File: src/rtl/coh_pkg.sv
package coh_pkg;

  typedef enum logic [1:0] {
    LS_INV = 2'b00,
    LS_SHR = 2'b01,
    LS_EXC = 2'b10
  } line_state_e;

  typedef enum logic [1:0] {
    BC_NONE = 2'b00,
    BC_RD   = 2'b01,
    BC_RDX  = 2'b10,
    BC_WB   = 2'b11
  } bus_cmd_e;

  typedef enum logic [1:0] {
    CO_RD = 2'b00,
    CO_WR = 2'b01,
    CO_EV = 2'b10
  } cpu_op_e;

  // a frame holds usable data in Shared and Exclusive
  function automatic logic line_valid(input logic [1:0] st);
    return (st == LS_SHR) || (st == LS_EXC);
  endfunction

  // state a read fill lands in, decided by the peers' shared flag
  function automatic logic [1:0] fill_state(input logic peer_shared);
    return peer_shared ? LS_SHR : LS_EXC;
  endfunction

  // state after a peer transaction hits a valid frame
  function automatic logic [1:0] snoop_next(input logic [1:0] st, input logic [1:0] cmd);
    logic [1:0] nxt;
    nxt = st;
    if (cmd == BC_RD)  nxt = LS_SHR;
    if (cmd == BC_RDX) nxt = LS_INV;
    return nxt;
  endfunction

endpackage

File: src/rtl/coh_line_array.sv
module coh_line_array
  import coh_pkg::*;
#(
  parameter int IDX_W  = 2,
  parameter int TAG_W  = 6,
  parameter int DATA_W = 16
) (
  input  logic                         clk,
  input  logic                         rst_n,
  input  logic [IDX_W-1:0]             req_idx,
  output logic [1:0]                   req_state,
  output logic [TAG_W-1:0]             req_tag,
  output logic [DATA_W-1:0]            req_data,
  input  logic [IDX_W-1:0]             snp_idx,
  output logic [1:0]                   snp_state,
  output logic [TAG_W-1:0]             snp_tag,
  output logic [DATA_W-1:0]            snp_data,
  input  logic [IDX_W-1:0]             prb_idx,
  output logic [1:0]                   prb_state,
  output logic [TAG_W-1:0]             prb_tag,
  input  logic                         lw_en,
  input  logic [IDX_W-1:0]             lw_idx,
  input  logic [1:0]                   lw_state,
  input  logic [TAG_W-1:0]             lw_tag,
  input  logic                         lw_data_en,
  input  logic [DATA_W-1:0]            lw_data,
  input  logic                         sw_en,
  input  logic [IDX_W-1:0]             sw_idx,
  input  logic [1:0]                   sw_state,
  output logic [(1<<IDX_W)-1:0][1:0]   st_all
);

  localparam int LINES = 1 << IDX_W;

  logic [LINES-1:0][TAG_W-1:0]  tag_all;
  logic [LINES-1:0][DATA_W-1:0] data_all;

  for (genvar i = 0; i < LINES; i++) begin : g_line
    logic [1:0]        st_q;
    logic [TAG_W-1:0]  tag_q;
    logic [DATA_W-1:0] data_q;
    logic              lw_sel;
    logic              sw_sel;

    assign lw_sel = lw_en && (lw_idx == IDX_W'(i));
    assign sw_sel = sw_en && (sw_idx == IDX_W'(i));

    // local updates and snoop updates never target one frame together
    always_ff @(posedge clk or negedge rst_n) begin
      if (!rst_n)      st_q <= LS_INV;
      else if (lw_sel) st_q <= lw_state;
      else if (sw_sel) st_q <= sw_state;
    end

    always_ff @(posedge clk) begin
      if (lw_sel) begin
        tag_q <= lw_tag;
        if (lw_data_en) data_q <= lw_data;
      end
    end

    assign st_all[i]   = st_q;
    assign tag_all[i]  = tag_q;
    assign data_all[i] = data_q;
  end

  assign req_state = st_all[req_idx];
  assign req_tag   = tag_all[req_idx];
  assign req_data  = data_all[req_idx];
  assign snp_state = st_all[snp_idx];
  assign snp_tag   = tag_all[snp_idx];
  assign snp_data  = data_all[snp_idx];
  assign prb_state = st_all[prb_idx];
  assign prb_tag   = tag_all[prb_idx];

endmodule

File: src/rtl/coh_snoop_resp.sv
module coh_snoop_resp
  import coh_pkg::*;
#(
  parameter int TAG_W  = 6,
  parameter int DATA_W = 16
) (
  input  logic              snp_valid,
  input  logic [1:0]        snp_cmd,
  input  logic [TAG_W-1:0]  snp_tag_in,
  input  logic [1:0]        ln_state,
  input  logic [TAG_W-1:0]  ln_tag,
  input  logic [DATA_W-1:0] ln_data,
  output logic              snp_hit,
  output logic              snp_shared,
  output logic              snp_supply,
  output logic [DATA_W-1:0] snp_data,
  output logic [1:0]        upd_state
);

  logic acts;

  // writebacks seen on the bus need no reaction
  assign acts       = (snp_cmd == BC_RD) || (snp_cmd == BC_RDX);
  assign snp_hit    = snp_valid && acts && line_valid(ln_state) && (ln_tag == snp_tag_in);
  assign snp_shared = snp_hit && (snp_cmd == BC_RD);
  assign snp_supply = snp_shared && (ln_state == LS_EXC);
  assign snp_data   = snp_supply ? ln_data : '0;
  assign upd_state  = snoop_next(ln_state, snp_cmd);

endmodule

File: src/rtl/coh_req_fsm.sv
module coh_req_fsm
  import coh_pkg::*;
#(
  parameter int ADDR_W = 8,
  parameter int IDX_W  = 2,
  parameter int DATA_W = 16
) (
  input  logic                     clk,
  input  logic                     rst_n,
  input  logic                     cpu_req_valid,
  input  logic [1:0]               cpu_op,
  input  logic [ADDR_W-1:0]        cpu_addr,
  input  logic [DATA_W-1:0]        cpu_wdata,
  output logic                     cpu_ready,
  output logic                     cpu_done,
  output logic [DATA_W-1:0]        cpu_rdata,
  input  logic [1:0]               ln_state,
  input  logic [ADDR_W-IDX_W-1:0]  ln_tag,
  input  logic [DATA_W-1:0]        ln_data,
  input  logic                     local_stall,
  output logic                     bus_req_valid,
  output logic [1:0]               bus_req_cmd,
  output logic [ADDR_W-1:0]        bus_req_addr,
  output logic [DATA_W-1:0]        bus_req_data,
  input  logic                     bus_ack,
  input  logic [DATA_W-1:0]        bus_resp_data,
  input  logic                     bus_resp_shared,
  output logic [IDX_W-1:0]         req_idx,
  output logic                     lw_en,
  output logic [1:0]               lw_state,
  output logic [ADDR_W-IDX_W-1:0]  lw_tag,
  output logic                     lw_data_en,
  output logic [DATA_W-1:0]        lw_data,
  output logic                     ev_hit,
  output logic                     ev_victim_dirty
);

  localparam int TAG_W = ADDR_W - IDX_W;

  logic              busy_q;
  logic [1:0]        op_q;
  logic [ADDR_W-1:0] addr_q;
  logic [DATA_W-1:0] wdata_q;
  logic              done_q;
  logic [DATA_W-1:0] rdata_q;

  logic [TAG_W-1:0]  want_tag;
  logic [1:0]        cmd;
  logic              fin_local;
  logic              fin_bus;
  logic [DATA_W-1:0] next_rdata;

  assign want_tag        = addr_q[ADDR_W-1:IDX_W];
  assign req_idx         = addr_q[IDX_W-1:0];
  assign ev_hit          = line_valid(ln_state) && (ln_tag == want_tag);
  assign ev_victim_dirty = (ln_state == LS_EXC) && (ln_tag != want_tag);

  always_comb begin
    cmd        = BC_NONE;
    fin_local  = 1'b0;
    fin_bus    = 1'b0;
    lw_en      = 1'b0;
    lw_state   = LS_INV;
    lw_data_en = 1'b0;
    lw_data    = wdata_q;
    next_rdata = ln_data;
    if (busy_q) begin
      unique case (op_q)
        CO_RD: begin
          if (ev_hit)               fin_local = 1'b1;
          else if (ev_victim_dirty) cmd = BC_WB;
          else                      cmd = BC_RD;
        end
        CO_WR: begin
          if (ev_hit && ln_state == LS_EXC) begin
            fin_local  = 1'b1;
            lw_en      = 1'b1;
            lw_state   = LS_EXC;
            lw_data_en = 1'b1;
          end else if (ev_victim_dirty) cmd = BC_WB;
          else                          cmd = BC_RDX;
        end
        CO_EV: begin
          if (ev_hit && ln_state == LS_EXC) cmd = BC_WB;
          else begin
            fin_local = 1'b1;
            lw_en     = ev_hit;
          end
        end
        default: fin_local = 1'b1;
      endcase
      // a peer transaction on this very frame goes first
      if (local_stall) begin
        fin_local  = 1'b0;
        lw_en      = 1'b0;
        lw_data_en = 1'b0;
      end
      if (bus_ack && cmd != BC_NONE) begin
        lw_en = 1'b1;
        unique case (cmd)
          BC_WB: begin
            lw_state = LS_INV;
            fin_bus  = (op_q == CO_EV);
          end
          BC_RD: begin
            lw_state   = fill_state(bus_resp_shared);
            lw_data_en = 1'b1;
            lw_data    = bus_resp_data;
            next_rdata = bus_resp_data;
            fin_bus    = 1'b1;
          end
          default: begin
            lw_state   = LS_EXC;
            lw_data_en = 1'b1;
            fin_bus    = 1'b1;
          end
        endcase
      end
    end
  end

  assign lw_tag        = want_tag;
  assign bus_req_valid = (cmd != BC_NONE);
  assign bus_req_cmd   = cmd;
  assign bus_req_addr  = (cmd == BC_WB) ? {ln_tag, req_idx} : addr_q;
  assign bus_req_data  = ln_data;

  always_ff @(posedge clk or negedge rst_n) begin
    if (!rst_n) begin
      busy_q  <= 1'b0;
      op_q    <= CO_RD;
      addr_q  <= '0;
      wdata_q <= '0;
      done_q  <= 1'b0;
      rdata_q <= '0;
    end else begin
      done_q <= 1'b0;
      if (!busy_q && cpu_req_valid) begin
        busy_q  <= 1'b1;
        op_q    <= cpu_op;
        addr_q  <= cpu_addr;
        wdata_q <= cpu_wdata;
      end else if (busy_q && (fin_local || fin_bus)) begin
        busy_q  <= 1'b0;
        done_q  <= 1'b1;
        rdata_q <= (op_q == CO_RD) ? next_rdata : '0;
      end
    end
  end

  assign cpu_ready = !busy_q;
  assign cpu_done  = done_q;
  assign cpu_rdata = rdata_q;

  AST_IDLE_QUIET: assert property (@(posedge clk) disable iff (!rst_n)
    cpu_ready |-> !bus_req_valid) else $error("bus request while idle");

endmodule

File: src/rtl/coh_ctrl.sv
module coh_ctrl
  import coh_pkg::*;
#(
  parameter int ADDR_W = 8,
  parameter int IDX_W  = 2,
  parameter int DATA_W = 16
) (
  input  logic              clk,
  input  logic              rst_n,
  input  logic              cpu_req_valid,
  input  logic [1:0]        cpu_op,
  input  logic [ADDR_W-1:0] cpu_addr,
  input  logic [DATA_W-1:0] cpu_wdata,
  output logic              cpu_ready,
  output logic              cpu_done,
  output logic [DATA_W-1:0] cpu_rdata,
  output logic              bus_req_valid,
  output logic [1:0]        bus_req_cmd,
  output logic [ADDR_W-1:0] bus_req_addr,
  output logic [DATA_W-1:0] bus_req_data,
  input  logic              bus_ack,
  input  logic [DATA_W-1:0] bus_resp_data,
  input  logic              bus_resp_shared,
  input  logic              snp_valid,
  input  logic [1:0]        snp_cmd,
  input  logic [ADDR_W-1:0] snp_addr,
  output logic              snp_shared,
  output logic              snp_supply,
  output logic [DATA_W-1:0] snp_data,
  input  logic [ADDR_W-1:0] prb_addr,
  output logic [1:0]        prb_state
);

  localparam int TAG_W = ADDR_W - IDX_W;
  localparam int LINES = 1 << IDX_W;

  logic [IDX_W-1:0]        req_idx;
  logic [1:0]              rq_state;
  logic [TAG_W-1:0]        rq_tag;
  logic [DATA_W-1:0]       rq_data;
  logic [IDX_W-1:0]        snp_idx;
  logic [1:0]              sn_state;
  logic [TAG_W-1:0]        sn_tag;
  logic [DATA_W-1:0]       sn_data;
  logic [1:0]              pb_state;
  logic [TAG_W-1:0]        pb_tag;
  logic                    lw_en;
  logic [1:0]              lw_state;
  logic [TAG_W-1:0]        lw_tag;
  logic                    lw_data_en;
  logic [DATA_W-1:0]       lw_data;
  logic                    snp_hit;
  logic [1:0]              snp_upd;
  logic                    local_stall;
  logic                    ev_hit;
  logic                    ev_victim_dirty;
  logic [LINES-1:0][1:0]   st_all;

  assign snp_idx     = snp_addr[IDX_W-1:0];
  assign local_stall = snp_hit && (snp_idx == req_idx);

  coh_line_array #(.IDX_W(IDX_W), .TAG_W(TAG_W), .DATA_W(DATA_W)) u_array (
    .clk        (clk),
    .rst_n      (rst_n),
    .req_idx    (req_idx),
    .req_state  (rq_state),
    .req_tag    (rq_tag),
    .req_data   (rq_data),
    .snp_idx    (snp_idx),
    .snp_state  (sn_state),
    .snp_tag    (sn_tag),
    .snp_data   (sn_data),
    .prb_idx    (prb_addr[IDX_W-1:0]),
    .prb_state  (pb_state),
    .prb_tag    (pb_tag),
    .lw_en      (lw_en),
    .lw_idx     (req_idx),
    .lw_state   (lw_state),
    .lw_tag     (lw_tag),
    .lw_data_en (lw_data_en),
    .lw_data    (lw_data),
    .sw_en      (snp_hit),
    .sw_idx     (snp_idx),
    .sw_state   (snp_upd),
    .st_all     (st_all)
  );

  coh_snoop_resp #(.TAG_W(TAG_W), .DATA_W(DATA_W)) u_snoop (
    .snp_valid  (snp_valid),
    .snp_cmd    (snp_cmd),
    .snp_tag_in (snp_addr[ADDR_W-1:IDX_W]),
    .ln_state   (sn_state),
    .ln_tag     (sn_tag),
    .ln_data    (sn_data),
    .snp_hit    (snp_hit),
    .snp_shared (snp_shared),
    .snp_supply (snp_supply),
    .snp_data   (snp_data),
    .upd_state  (snp_upd)
  );

  coh_req_fsm #(.ADDR_W(ADDR_W), .IDX_W(IDX_W), .DATA_W(DATA_W)) u_fsm (
    .clk             (clk),
    .rst_n           (rst_n),
    .cpu_req_valid   (cpu_req_valid),
    .cpu_op          (cpu_op),
    .cpu_addr        (cpu_addr),
    .cpu_wdata       (cpu_wdata),
    .cpu_ready       (cpu_ready),
    .cpu_done        (cpu_done),
    .cpu_rdata       (cpu_rdata),
    .ln_state        (rq_state),
    .ln_tag          (rq_tag),
    .ln_data         (rq_data),
    .local_stall     (local_stall),
    .bus_req_valid   (bus_req_valid),
    .bus_req_cmd     (bus_req_cmd),
    .bus_req_addr    (bus_req_addr),
    .bus_req_data    (bus_req_data),
    .bus_ack         (bus_ack),
    .bus_resp_data   (bus_resp_data),
    .bus_resp_shared (bus_resp_shared),
    .req_idx         (req_idx),
    .lw_en           (lw_en),
    .lw_state        (lw_state),
    .lw_tag          (lw_tag),
    .lw_data_en      (lw_data_en),
    .lw_data         (lw_data),
    .ev_hit          (ev_hit),
    .ev_victim_dirty (ev_victim_dirty)
  );

  assign prb_state = (line_valid(pb_state) && pb_tag == prb_addr[ADDR_W-1:IDX_W]) ? pb_state : LS_INV;

  AST_WB_FROM_EXCL: assert property (@(posedge clk) disable iff (!rst_n)
    (bus_req_valid && bus_req_cmd == BC_WB) |-> (rq_state == LS_EXC && !ev_hit || ev_hit && rq_state == LS_EXC))
    else $error("writeback from a frame that is not owned");

  AST_FILL_FOLLOWS_SHARED: assert property (@(posedge clk) disable iff (!rst_n)
    (bus_ack && bus_req_cmd == BC_RD) |=>
      st_all[$past(req_idx)] == ($past(bus_resp_shared) ? LS_SHR : LS_EXC))
    else $error("fill state disagrees with shared flag");

  AST_OWN_AFTER_RDX: assert property (@(posedge clk) disable iff (!rst_n)
    (bus_ack && bus_req_cmd == BC_RDX) |=> st_all[$past(req_idx)] == LS_EXC)
    else $error("ownership transaction left frame not owned");

  AST_SNOOP_KILLS: assert property (@(posedge clk) disable iff (!rst_n)
    (snp_hit && snp_cmd == BC_RDX) |=> st_all[$past(snp_idx)] == LS_INV)
    else $error("peer ownership left a live copy");

  AST_SUPPLIER_SHARES: assert property (@(posedge clk) disable iff (!rst_n)
    snp_supply |=> st_all[$past(snp_idx)] == LS_SHR)
    else $error("supplier did not drop to shared");

  AST_SNOOP_NO_WB: assert property (@(posedge clk) disable iff (!rst_n)
    (snp_hit && snp_cmd == BC_RDX && cpu_ready) |-> !bus_req_valid)
    else $error("snoop invalidation caused a bus request");

endmodule

File: config.mk
export PLATFORM = sky130hd
export DESIGN_NAME = coh_ctrl
export DESIGN_NICKNAME = d
export VERILOG_FILES = /design/src/rtl/coh_pkg.sv /design/src/rtl/coh_line_array.sv /design/src/rtl/coh_snoop_resp.sv /design/src/rtl/coh_req_fsm.sv /design/src/rtl/coh_ctrl.sv
export SDC_FILE = /design/constraint.sdc
export NUM_CORES = 1
export LEC_CHECK = 0
export BUFFER_PORTS_ARGS = -buffer_cell sky130_fd_sc_hd__buf_4
export CAP_MARGIN = 20
export CORE_MARGIN = 3
export CORE_UTILIZATION = 52
export CTS_BUF_LIST = sky130_fd_sc_hd__clkbuf_16
export CTS_CLUSTER_SIZE = 8
export DETAILED_ROUTE_END_ITERATION = 8
export PLACE_DENSITY = 0.78
export RECOVER_POWER = 25
export SETUP_SLACK_MARGIN = 0.15
export SYNTH_ARGS = -nofsm -noshare
export SYNTH_HDL_FRONTEND = slang
export SYNTH_HIERARCHICAL = 1
export SYNTH_SLANG_ARGS = --single-unit
File: constraint.sdc
create_clock -name clk -period 4.3 [get_ports clk]
set_input_delay 0.43 -clock clk [delete_from_list [all_inputs] [get_ports clk]]
set_output_delay 0.43 -clock clk [all_outputs]
set_load 0.02 [all_outputs]
; ---- Word level (Yosys, flattened, before mapping)
; Index checks and enable logic that the tools add are counted.
[op_classes]
n_lt_le_gt_ge = 3
eq_ne = 24
n_mux = 73
bitwise_logic = 1
reduce_logical = 42
[op_table]
columns = op, n
row1 = 16-bit two-way mux, 10
row2 = 16-bit binary-select mux with 2-bit select, 2
row3 = 2-bit two-way mux, 25
row4 = 6-bit binary-select mux with 2-bit select, 3
row5 = 2-bit equality test (second input constant), 11
row6 = 1-bit two-way mux, 22
row7 = 1-bit logical AND, 21
row8 = 6-bit equality test, 3
row9 = 6-bit two-way mux, 3
row10 = 2-bit by 1-bit equality test with 1-bit output (second input constant), 8
row11 = 2-bit nonzero test, 7
row12 = 2-bit binary-select mux with 2-bit select, 3
row13 = 2-bit AND reduction, 5
row14 = 2-bit by 3-bit less-than comparator with 1-bit output (second input constant), 3
row15 = 8-bit two-way mux, 1
row16 = 2-bit zero test, 3
row17 = 6-bit inequality test, 1
row18 = 2-bit case mux with 3 select lines, 1
row19 = 1-bit logical OR, 5
row20 = 2-bit case mux with 2 select lines, 1
row21 = 1-bit case mux with 3 select lines, 1
row22 = 2-bit equality test, 1
row23 = 1-bit case mux with 2 select lines, 1
row24 = 1-bit zero test, 1
row25 = 1-bit inverter, 1
[totals]
regBits = 140
input_bits = 66
elab_cells = 161

; ---- Depth between registers and ports, before layout
; Gate-level depths: netlist (run 1).
[logic_depth]
depth_word = 17
ltp_mapped = 16
depth_no_buf = 12

; ---- Hierarchy
; The synthesis (run 1) kept the hierarchy.
[by_module_without_submodules]
columns = module, n_inst, cells_per_inst, area_per_inst_um2, seq_area_each_um2
row1 = coh_line_array, 1, 208, 4523.1, 2842.7
row2 = coh_req_fsm, 1, 261, 2822.7, 1101.1
row3 = coh_snoop_resp, 1, 58, 395.4, 0.0
row4 = coh_ctrl, 1, 15, 110.1, 0.0

; ---- Least setup slack after synthesis (run 1)
; OpenSTA, ideal clock, no wires.
[synth_path]
path_kind = flip-flop to flip-flop
start = reg u_fsm.addr_q[0]
end = reg u_array.g_line[0].data_q[0], enable pin
setup_time_ps = 388
t_arrival_ps = 3978
required_ps = 3912
slack_ps = -66
path_stages_with_launch = 15
path_buffers = 4
synth_period_minus_slack_ps = 4366
cell_sequence = dfrtp_1 > buf_4 > buf_6 > mux4_1 > ha_1 > clkbuf_1 > nand2b_1 > nand2_1 > nand4_1 > a222oi_1 > or2_2 > a21oi_1 > or3b_1 > clkbuf_1 > nor2_1
[synth_via]
elab_chain_len = 15
[synth_rtl]
columns = element, line
row1 = from (decl), coh_req_fsm.sv:42  ; logic [ADDR_W-1:0] addr_q;
row2 = from (signal assigned), coh_req_fsm.sv:141  ; addr_q <= cpu_addr;
row3 = 2-bit binary-select mux with 2-bit select (*), coh_line_array.sv:67  ; assign req_state = st_all[req_idx];
row4 = 2-bit two-way mux (implied by the code) (*), coh_line_array.sv:67
row5 = via rq_state[1], coh_ctrl.sv:38  ; logic [1:0] rq_state;
row6 = 2-bit by 1-bit equality test with 1-bit output / 2-bit equality test (equally long branches), "coh_pkg.sv:24, coh_req_fsm.sv:56, coh_req_fsm.sv:75"
row7 = 1-bit logical OR, coh_pkg.sv:24  ; return (st == LS_SHR) || (st == LS_EXC);
row8 = 1-bit logical AND, coh_req_fsm.sv:55  ; assign ev_hit = line_valid(ln_state) && (ln_tag == want_tag);
row9 = 1-bit logical AND, "coh_req_fsm.sv:75, coh_req_fsm.sv:84"
row10 = 2-bit two-way mux (on tied branches), "coh_req_fsm.sv:84, coh_req_fsm.sv:75"
row11 = 2-bit case mux with 3 select lines, coh_req_fsm.sv:68  ; unique case (op_q)
row12 = 2-bit two-way mux, coh_req_fsm.sv:67  ; if (busy_q) begin
row13 = 2-bit nonzero test, coh_req_fsm.sv:98  ; if (bus_ack && cmd != BC_NONE) begin
row14 = 1-bit logical AND, coh_req_fsm.sv:98
row15 = 1-bit two-way mux (*), coh_req_fsm.sv:98
row16 = 1-bit two-way mux (*), coh_req_fsm.sv:67
row17 = via lw_en, coh_ctrl.sv:47  ; logic lw_en;
row18 = 1-bit logical AND (*), coh_line_array.sv:45  ; assign lw_sel = lw_en && (lw_idx == IDX_W'(i));
row19 = 2-bit AND reduction (no source line) (*), n/a
row20 = to (signal assigned), coh_line_array.sv:58  ; if (lw_data_en) data_q <= lw_data;
row21 = to (decl), coh_line_array.sv:41  ; logic [DATA_W-1:0] data_q;
; The timed path passes the listed nets; every way through them passes the cells marked *. The select of a mux whose other input is x is not followed.
; A chain may end at the register's enable or synchronous reset.

; ---- Final worst setup path (run 1)
[layout_path]
start = reg u_fsm.addr_q[0]
end = reg u_array.g_line[0].data_q[8], enable pin
[layout_rtl]
columns = element, line
row1 = 6-bit binary-select mux with 2-bit select (*), coh_line_array.sv:68  ; assign req_tag = tag_all[req_idx];
row2 = 6-bit two-way mux (implied by the code) (*), coh_line_array.sv:68
row3 = via rq_tag[4], coh_ctrl.sv:39  ; logic [TAG_W-1:0] rq_tag;
row4 = 6-bit inequality test / 6-bit equality test (equally long branches), "coh_req_fsm.sv:56, coh_req_fsm.sv:55"
row5 = 1-bit logical AND (on tied branches), "coh_req_fsm.sv:56, coh_req_fsm.sv:55"
row6 = 1-bit two-way mux (tied with other cells), coh_req_fsm.sv:80  ; end else if (ev_victim_dirty) cmd = BC_WB;
row7 = 2-bit two-way mux (on tied branches), "coh_req_fsm.sv:75, coh_req_fsm.sv:70, coh_req_fsm.sv:84"
row8 = 2-bit case mux with 3 select lines, coh_req_fsm.sv:68
row9 = 2-bit two-way mux, coh_req_fsm.sv:67
row10 = 2-bit nonzero test, coh_req_fsm.sv:98
row11 = 1-bit logical AND, coh_req_fsm.sv:98
row12 = 1-bit two-way mux (*), coh_req_fsm.sv:98
row13 = 1-bit two-way mux (*), coh_req_fsm.sv:67
row14 = via lw_en, coh_ctrl.sv:47
row15 = 1-bit logical AND (*), coh_line_array.sv:45
row16 = 2-bit AND reduction (no source line) (*), n/a
; Marks and branches as above.

==> flow_summary_export.csv, run 1 <==
group,metric,value,unit
die,core-area,14600,µm²
clock_network,cts_inserted_buffers,17,
timing,fmaxAchievable,0.255,GHz
timing,fin_crit,3930,ps
die,die_w,129,µm
clock_network,tritoncts,"yes",
pwr,ir_drop,342,µV
clock_network,cts-hold-fix-buffers,0,
timing,worst_slack,371,ps
final_layout,fillers,1065,
final_layout,layoutNonFillerInstCount,853,
timing,period_share,0.914,
routing,drcViolationCount,0,
routing,routedWlPerCell,22.8,µm
synth,synthCells,541,
final_layout,stdcell_area,9360,µm²
placed_design,placed_cell_area,8820,µm²
placed_design,dp.cells,820,
placed_design,numPortBuffers,130,
critical_path,worstPathArrival,4040,ps
die,die_h,129,µm
final_layout,syn_to_final_growth,19.3,%
timing,slew_headroom,-0.965,
final_layout,nets,730,
placed_design,gp_congestion,0.936,
pwr,p_leak,3.66,nW
routing,avgViaCountPerCell,6.08,
routing,drt_pass1_iterations,5,
placed_design,preCtsSetupSlack,274,ps
timing,hold_viol_final,0,
synth,syn_area_per_cell,14.5,µm²
run_status,status,"finished, violations left",
synth,yosys_warnings,6,
die,fp.dieArea,16600,µm²
clock_network,cts_resized,0,
pwr,power_density,723,nW/µm²
clock_network,ctsRootBufferMaster,"clkbuf_16",
critical_path,crit_required,4410,ps
critical_path,worst-path-max-fanout,16,
placed_design,dpl.hpwl,13500,µm
timing,finalSetupTns,0,ps
run_status,violations,"capacitance limit, slew limit",
final_layout,layout_common_cells,"buf_4 (134), edfxtp_1 (88), mux2_2 (55)",
pwr,total_power,6.77,mW
grt,grt_max_degree,53,
grt,grt_pass1_vias,5428,
die,row_count,44,
routing,first_iter_violations,552,
timing,drv_slew,53,
clock_network,clk_pin_slew_worst_paths,60,ps
synth,syn_area,7850,µm²
final_layout,mostFrequentLayoutCell,"buf_4",
final_layout,diodes,0,
grt,grt_antenna_before_repair,0,
clock_network,clk_path_buf_depth,2,
final_layout,drive_above_1_share,0.447,
critical_path,worstSetupPathType,"register to register",
synth,syn_nets,615,
die,start_util,0.536,
timing,rsz0062_at_grt,"false",
timing,timing.hold.ws,224,ps
hold_path,hp-class,"primary input to register",
routing,ant_nets,0,
clock_network,clock_latency,420,ps
grt,grt_pass1_wl,29700,µm
grt,globalRouteTotalUtil,0.239,
final_layout,seqCellArea,3950,µm²
timing,tightest_slew,2950,ps
timing,setup_violations,0,
grt,overflow,0,
routing,via_count,5184,
critical_path,reg2reg_setup_slack,370,ps
clock_network,cts_max_level,4,
critical_path,cp-start-kind,"register",
clock_network,post_cts_buffers,0,
timing,fin_skew,6.94,ps
clock_network,clock-sinks,140,
final_layout,multi_input_comb_area,3450,µm²
die,io_pins,131,
routing,wl,19500,µm
run,cap_viol_max_count,1,
critical_path,end_kind,"register",
final_layout,utilization,0.639,
## registers in the layout (all words and copies together), names as in the netlist
| signal | flops |
|---|---|
| u_array/g_line.tag_q | 24 |
| u_fsm/addr_q | 8 |
| u_fsm/busy_q | 1 |
| u_fsm/wdata_q | 16 |
| u_array/g_line.st_q | 8 |
| u_fsm/cpu_rdata | 16 |
| u_fsm/op_q | 2 |
| u_fsm/cpu_done | 1 |
| u_array/g_line.data_q | 64 |
## critical path: stages (launching register included)
cell	delay (ps)
dfrtp_2	560
buf_4	270
mux4_2	540
xnor2_1	180
nand2_1	150
o21ai_1	310
a222oi_1	170
or2_2	320
a21oi_2	250
or3b_1	480
nor2_2	120
buf_4	260
## path summary, 6_finish.rpt
path                                          startpoint                               endpoint  cells past startpoint
min reg2reg                u_fsm/wdata_q[13]$_DFFE_PN0P_          u_fsm/wdata_q[13]$_DFFE_PN0P_                      1
min                                            cpu_op[1]              u_fsm/op_q[1]$_DFFE_PN0P_                      3
max reg2reg                  u_fsm/addr_q[0]$_DFFE_PN0P_  u_array/g_line[0].data_q[8]$_DFFE_PP_                     11
min in group asynchronous                          rst_n            u_fsm/addr_q[5]$_DFFE_PN0P_                      1
max in group asynchronous                          rst_n            u_fsm/addr_q[0]$_DFFE_PN0P_                      1
max                          u_fsm/addr_q[0]$_DFFE_PN0P_  u_array/g_line[0].data_q[8]$_DFFE_PP_                     11
## per-layer routing
layer / vias up / global-route usage / share of wire
met2: 250 / 0.392 / 0.50
met4: 0 / 0.109 / 0.033
met1: 2623 / 0.307 / 0.40
met5: - / 0 / 0
met3: 51 / 0.0502 / 0.071
li1: 2260 / - / -
## report_power, final
part / leakage, nW / internal, mW / switching (mW)
Combinational: 1.97 / 1.48 / 1.71
Clock: 0.272 / 0.840 / 0.565
Sequential: 1.43 / 1.89 / 0.279
## area by class of cell
class	count	share of cell area
Clock inverter	15	0.0142
Multi-Input combinational cell	322	0.369
Sequential cell	140	0.422
Clock buffer	17	0.0455
Tap cell	184	0.0246
Timing Repair Buffer	146	0.114
Inverter	29	0.0116
No activity file was read; power rests on OpenSTA's default activity.
==> run 2: changes to the inputs <==
--- a/config.mk
+++ b/config.mk
@@ -8,7 +8,7 @@
 export BUFFER_PORTS_ARGS = -buffer_cell sky130_fd_sc_hd__buf_4
 export CAP_MARGIN = 20
 export CORE_MARGIN = 3
-export CORE_UTILIZATION = 52
+export CORE_UTILIZATION = 55
 export CTS_BUF_LIST = sky130_fd_sc_hd__clkbuf_16
 export CTS_CLUSTER_SIZE = 8
 export DETAILED_ROUTE_END_ITERATION = 8
==> constraint.sdc (replaced) <==
create_clock -name clk -period 3.9 [get_ports clk]
set_input_delay 0.39 -clock clk [delete_from_list [all_inputs] [get_ports clk]]
set_output_delay 0.39 -clock clk [all_outputs]
set_load 0.02 [all_outputs]
==> run 2 against run 1 <==
Critical path depth is 2 higher. Sequential power is 9.7% higher. Total power is 12% higher. Via count is 0.93% higher. Highest routed layer unchanged. First-iteration DRC count is 19% lower. The run still ends with capacitance limit, slew limit left. Largest power group unchanged. Utilization is 4.2 points higher. Critical endpoint is now u_array/g_line[0].data_q[14]$_DFFE_PP_. Die area is 5.2% lower. Hold slack worse by 36 ps. Cell count is 0.47% higher. Clock-buffer cell count stayed put. Sequential share of layout area is 0.59 points lower. Register-to-register slack worse by 130 ps.
==> flow_summary_export.csv, run 2 (synthesis gave the netlist of run 1 again) <==
group,metric,value,unit
placed_design,gp_congestion,0.899,
clock_network,clock_latency,420,ps
final_layout,layoutNonFillerInstCount,857,
die,io_pins,131,
final_layout,drive_above_1_share,0.471,
pwr,power_density,797,nW/µm²
critical_path,end_kind,"register",
critical_path,worst-path-max-fanout,16,
pwr,ir_drop,448,µV
timing,finalSetupTns,0,ps
clock_network,cts-hold-fix-buffers,0,
timing,fin_skew,11.3,ps
timing,drv_slew,53,
clock_network,tritoncts,"yes",
routing,avgViaCountPerCell,6.11,
final_layout,largest_reg_flops,64,
timing,hold_viol_final,0,
timing,slew_headroom,-0.955,
routing,first_iter_violations,449,
die,die_w,125,µm
critical_path,worstSetupPathType,"register to register",
clock_network,cts_inserted_buffers,17,
routing,ant_nets,0,
die,core-area,13900,µm²
die,die_h,125,µm
die,row_count,43,
grt,grt_antenna_before_repair,0,
grt,overflow,0,
critical_path,crit_required,4070,ps
final_layout,syn_to_final_growth,21.0,%
clock_network,clock-sinks,140,
timing,setup_violations,0,
die,start_util,0.563,
routing,wl,19000,µm
timing,fin_crit,3660,ps
placed_design,placed_cell_area,8890,µm²
routing,drcViolationCount,0,
critical_path,cp-start-kind,"register",
critical_path,critPathSlowestCell,"mux4_1",
final_layout,max_flop_register,"u_array/g_line.data_q",
timing,timing.hold.ws,187,ps
final_layout,diodes,0,
run_status,status,"finished, violations left",
final_layout,stdcell_area,9490,µm²
grt,globalRouteTotalUtil,0.246,
clock_network,cts_max_level,4,
timing,period_share,0.939,
run_status,violations,"capacitance limit, slew limit",
final_layout,mostFrequentLayoutCell,"buf_4",
critical_path,worstPathArrival,3830,ps
critical_path,crit_path_max_incr_delay,570,ps
hold_path,hp-class,"primary input to register",
timing,tightest_slew,2930,ps
grt,grt_max_degree,53,
grt,grt_pass1_wl,29700,µm
clock_network,clk_path_buf_depth,2,
routing,via_count,5232,
final_layout,nets,738,
placed_design,dp.cells,823,
routing,drt_pass1_iterations,6,
clock_network,clk_pin_slew_worst_paths,60,ps
placed_design,numPortBuffers,130,
placed_design,dpl.hpwl,13000,µm
critical_path,cp_cell_sequence,"mux4_1 -> inv_1 -> ha_2 -> nand2b_1 -> nand2_1 -> nand4_1 -> a222oi_1 -> buf_4 -> and4bb_2 -> o21a_1 -> inv_4 -> nor2_4 -> buf_8",
run,cap_viol_max_count,1,
pwr,p_leak,3.73,nW
die,fp.dieArea,15700,µm²
timing,fmaxAchievable,0.273,GHz
final_layout,largestRegisters,"u_array/g_line.data_q (64), u_array/g_line.tag_q (24)",
final_layout,layout_common_cells,"buf_4 (139), edfxtp_1 (88), mux2_2 (55)",
clock_network,ctsRootBufferMaster,"clkbuf_16",
routing,routedWlPerCell,22.2,µm
timing,rsz0062_at_grt,"false",
grt,grt_pass1_vias,5449,
==> run 2: cell types whose count changed in the layout (fill, tap and decap cells not counted), moves of 4 or more <==
cell / previous run / this run
nor2_4: 0 / 4
nor2_2: 4 / 0
buf_4: 134 / 139
xnor2_1: 19 / 15
xnor2_2: 0 / 4
==> run 2: per-stage QoR <==
stage,power (mW),setup slack (ps),util
2_1_floorplan,4.95,153,-
4_1_cts,7.50,102,0.680
5_1_grt,7.93,142,0.681
3_5_place_dp,5.93,22.0,0.638
6_report,7.56,238,0.681
3_3_place_gp,5.82,196,0.638
==> run 2: routing by layer <==
metal  vias to the layer above  wire, µm  global-route usage
met2                       253      9490               0.398
met1                      2673      7890               0.330
met5                         -         0                   0
li1                       2281         -                   -
met4                         0       272              0.0810
met3                        25      1340              0.0611
==> run 2: final timing paths <==
check | startpoint | end | slack, ps | depth (start not counted)
worst max-delay path | u_fsm/addr_q[0]$_DFFE_PN0P_ | u_array/g_line[0].data_q[14]$_DFFE_PP_ | 240 | 13
worst min-delay path | cpu_op[0] | u_fsm/op_q[0]$_DFFE_PN0P_ | 190 | 3
worst max register to register | u_fsm/addr_q[0]$_DFFE_PN0P_ | u_array/g_line[0].data_q[14]$_DFFE_PP_ | 240 | 13
worst min register to register | u_fsm/wdata_q[13]$_DFFE_PN0P_ | u_fsm/wdata_q[13]$_DFFE_PN0P_ | 510 | 1
max in group asynchronous | rst_n | u_fsm/addr_q[1]$_DFFE_PN0P_ | 1090 | 1
min in group asynchronous | rst_n | u_fsm/cpu_rdata[8]$_DFFE_PN0P_ | 910 | 1
==> run 2: area by class of cell <==
| cell class | instances | area [µm²] |
|---|---|---|
| Fill cell | 947 | 4440 |
| Clock buffer | 17 | 425 |
| Tap cell | 180 | 225 |
| Clock inverter | 15 | 124 |
| Multi-Input combinational cell | 322 | 3510 |
| Timing Repair Buffer | 154 | 1150 |
| Inverter | 29 | 111 |
| Sequential cell | 140 | 3950 |
==> run 2: where the power goes <==
group          total [mW]  switching (mW)  internal [mW]
Clock                1.51           0.635          0.873
Sequential           2.38           0.299           2.09
Combinational        3.67            1.93           1.75
==> run 2: critical path, delay by kind of cell, from the launching register on <==
kind                     cells  cell delay (ps)
AO/OA/AOI/OAI                2              730
AND/OR/NAND/NOR              5              700
buffers and inverters        4              590
multiplexers                 1              570
flip-flops                   1              500
adder cells (fa/ha/maj)      1              280
==> run 2: repair_timing <==
item,CTS,global route
gates resized for setup,1,17
setup buffers,2,0
cloned,0,0
pin swaps,0,1
endpoints found under the setup margin,64,76
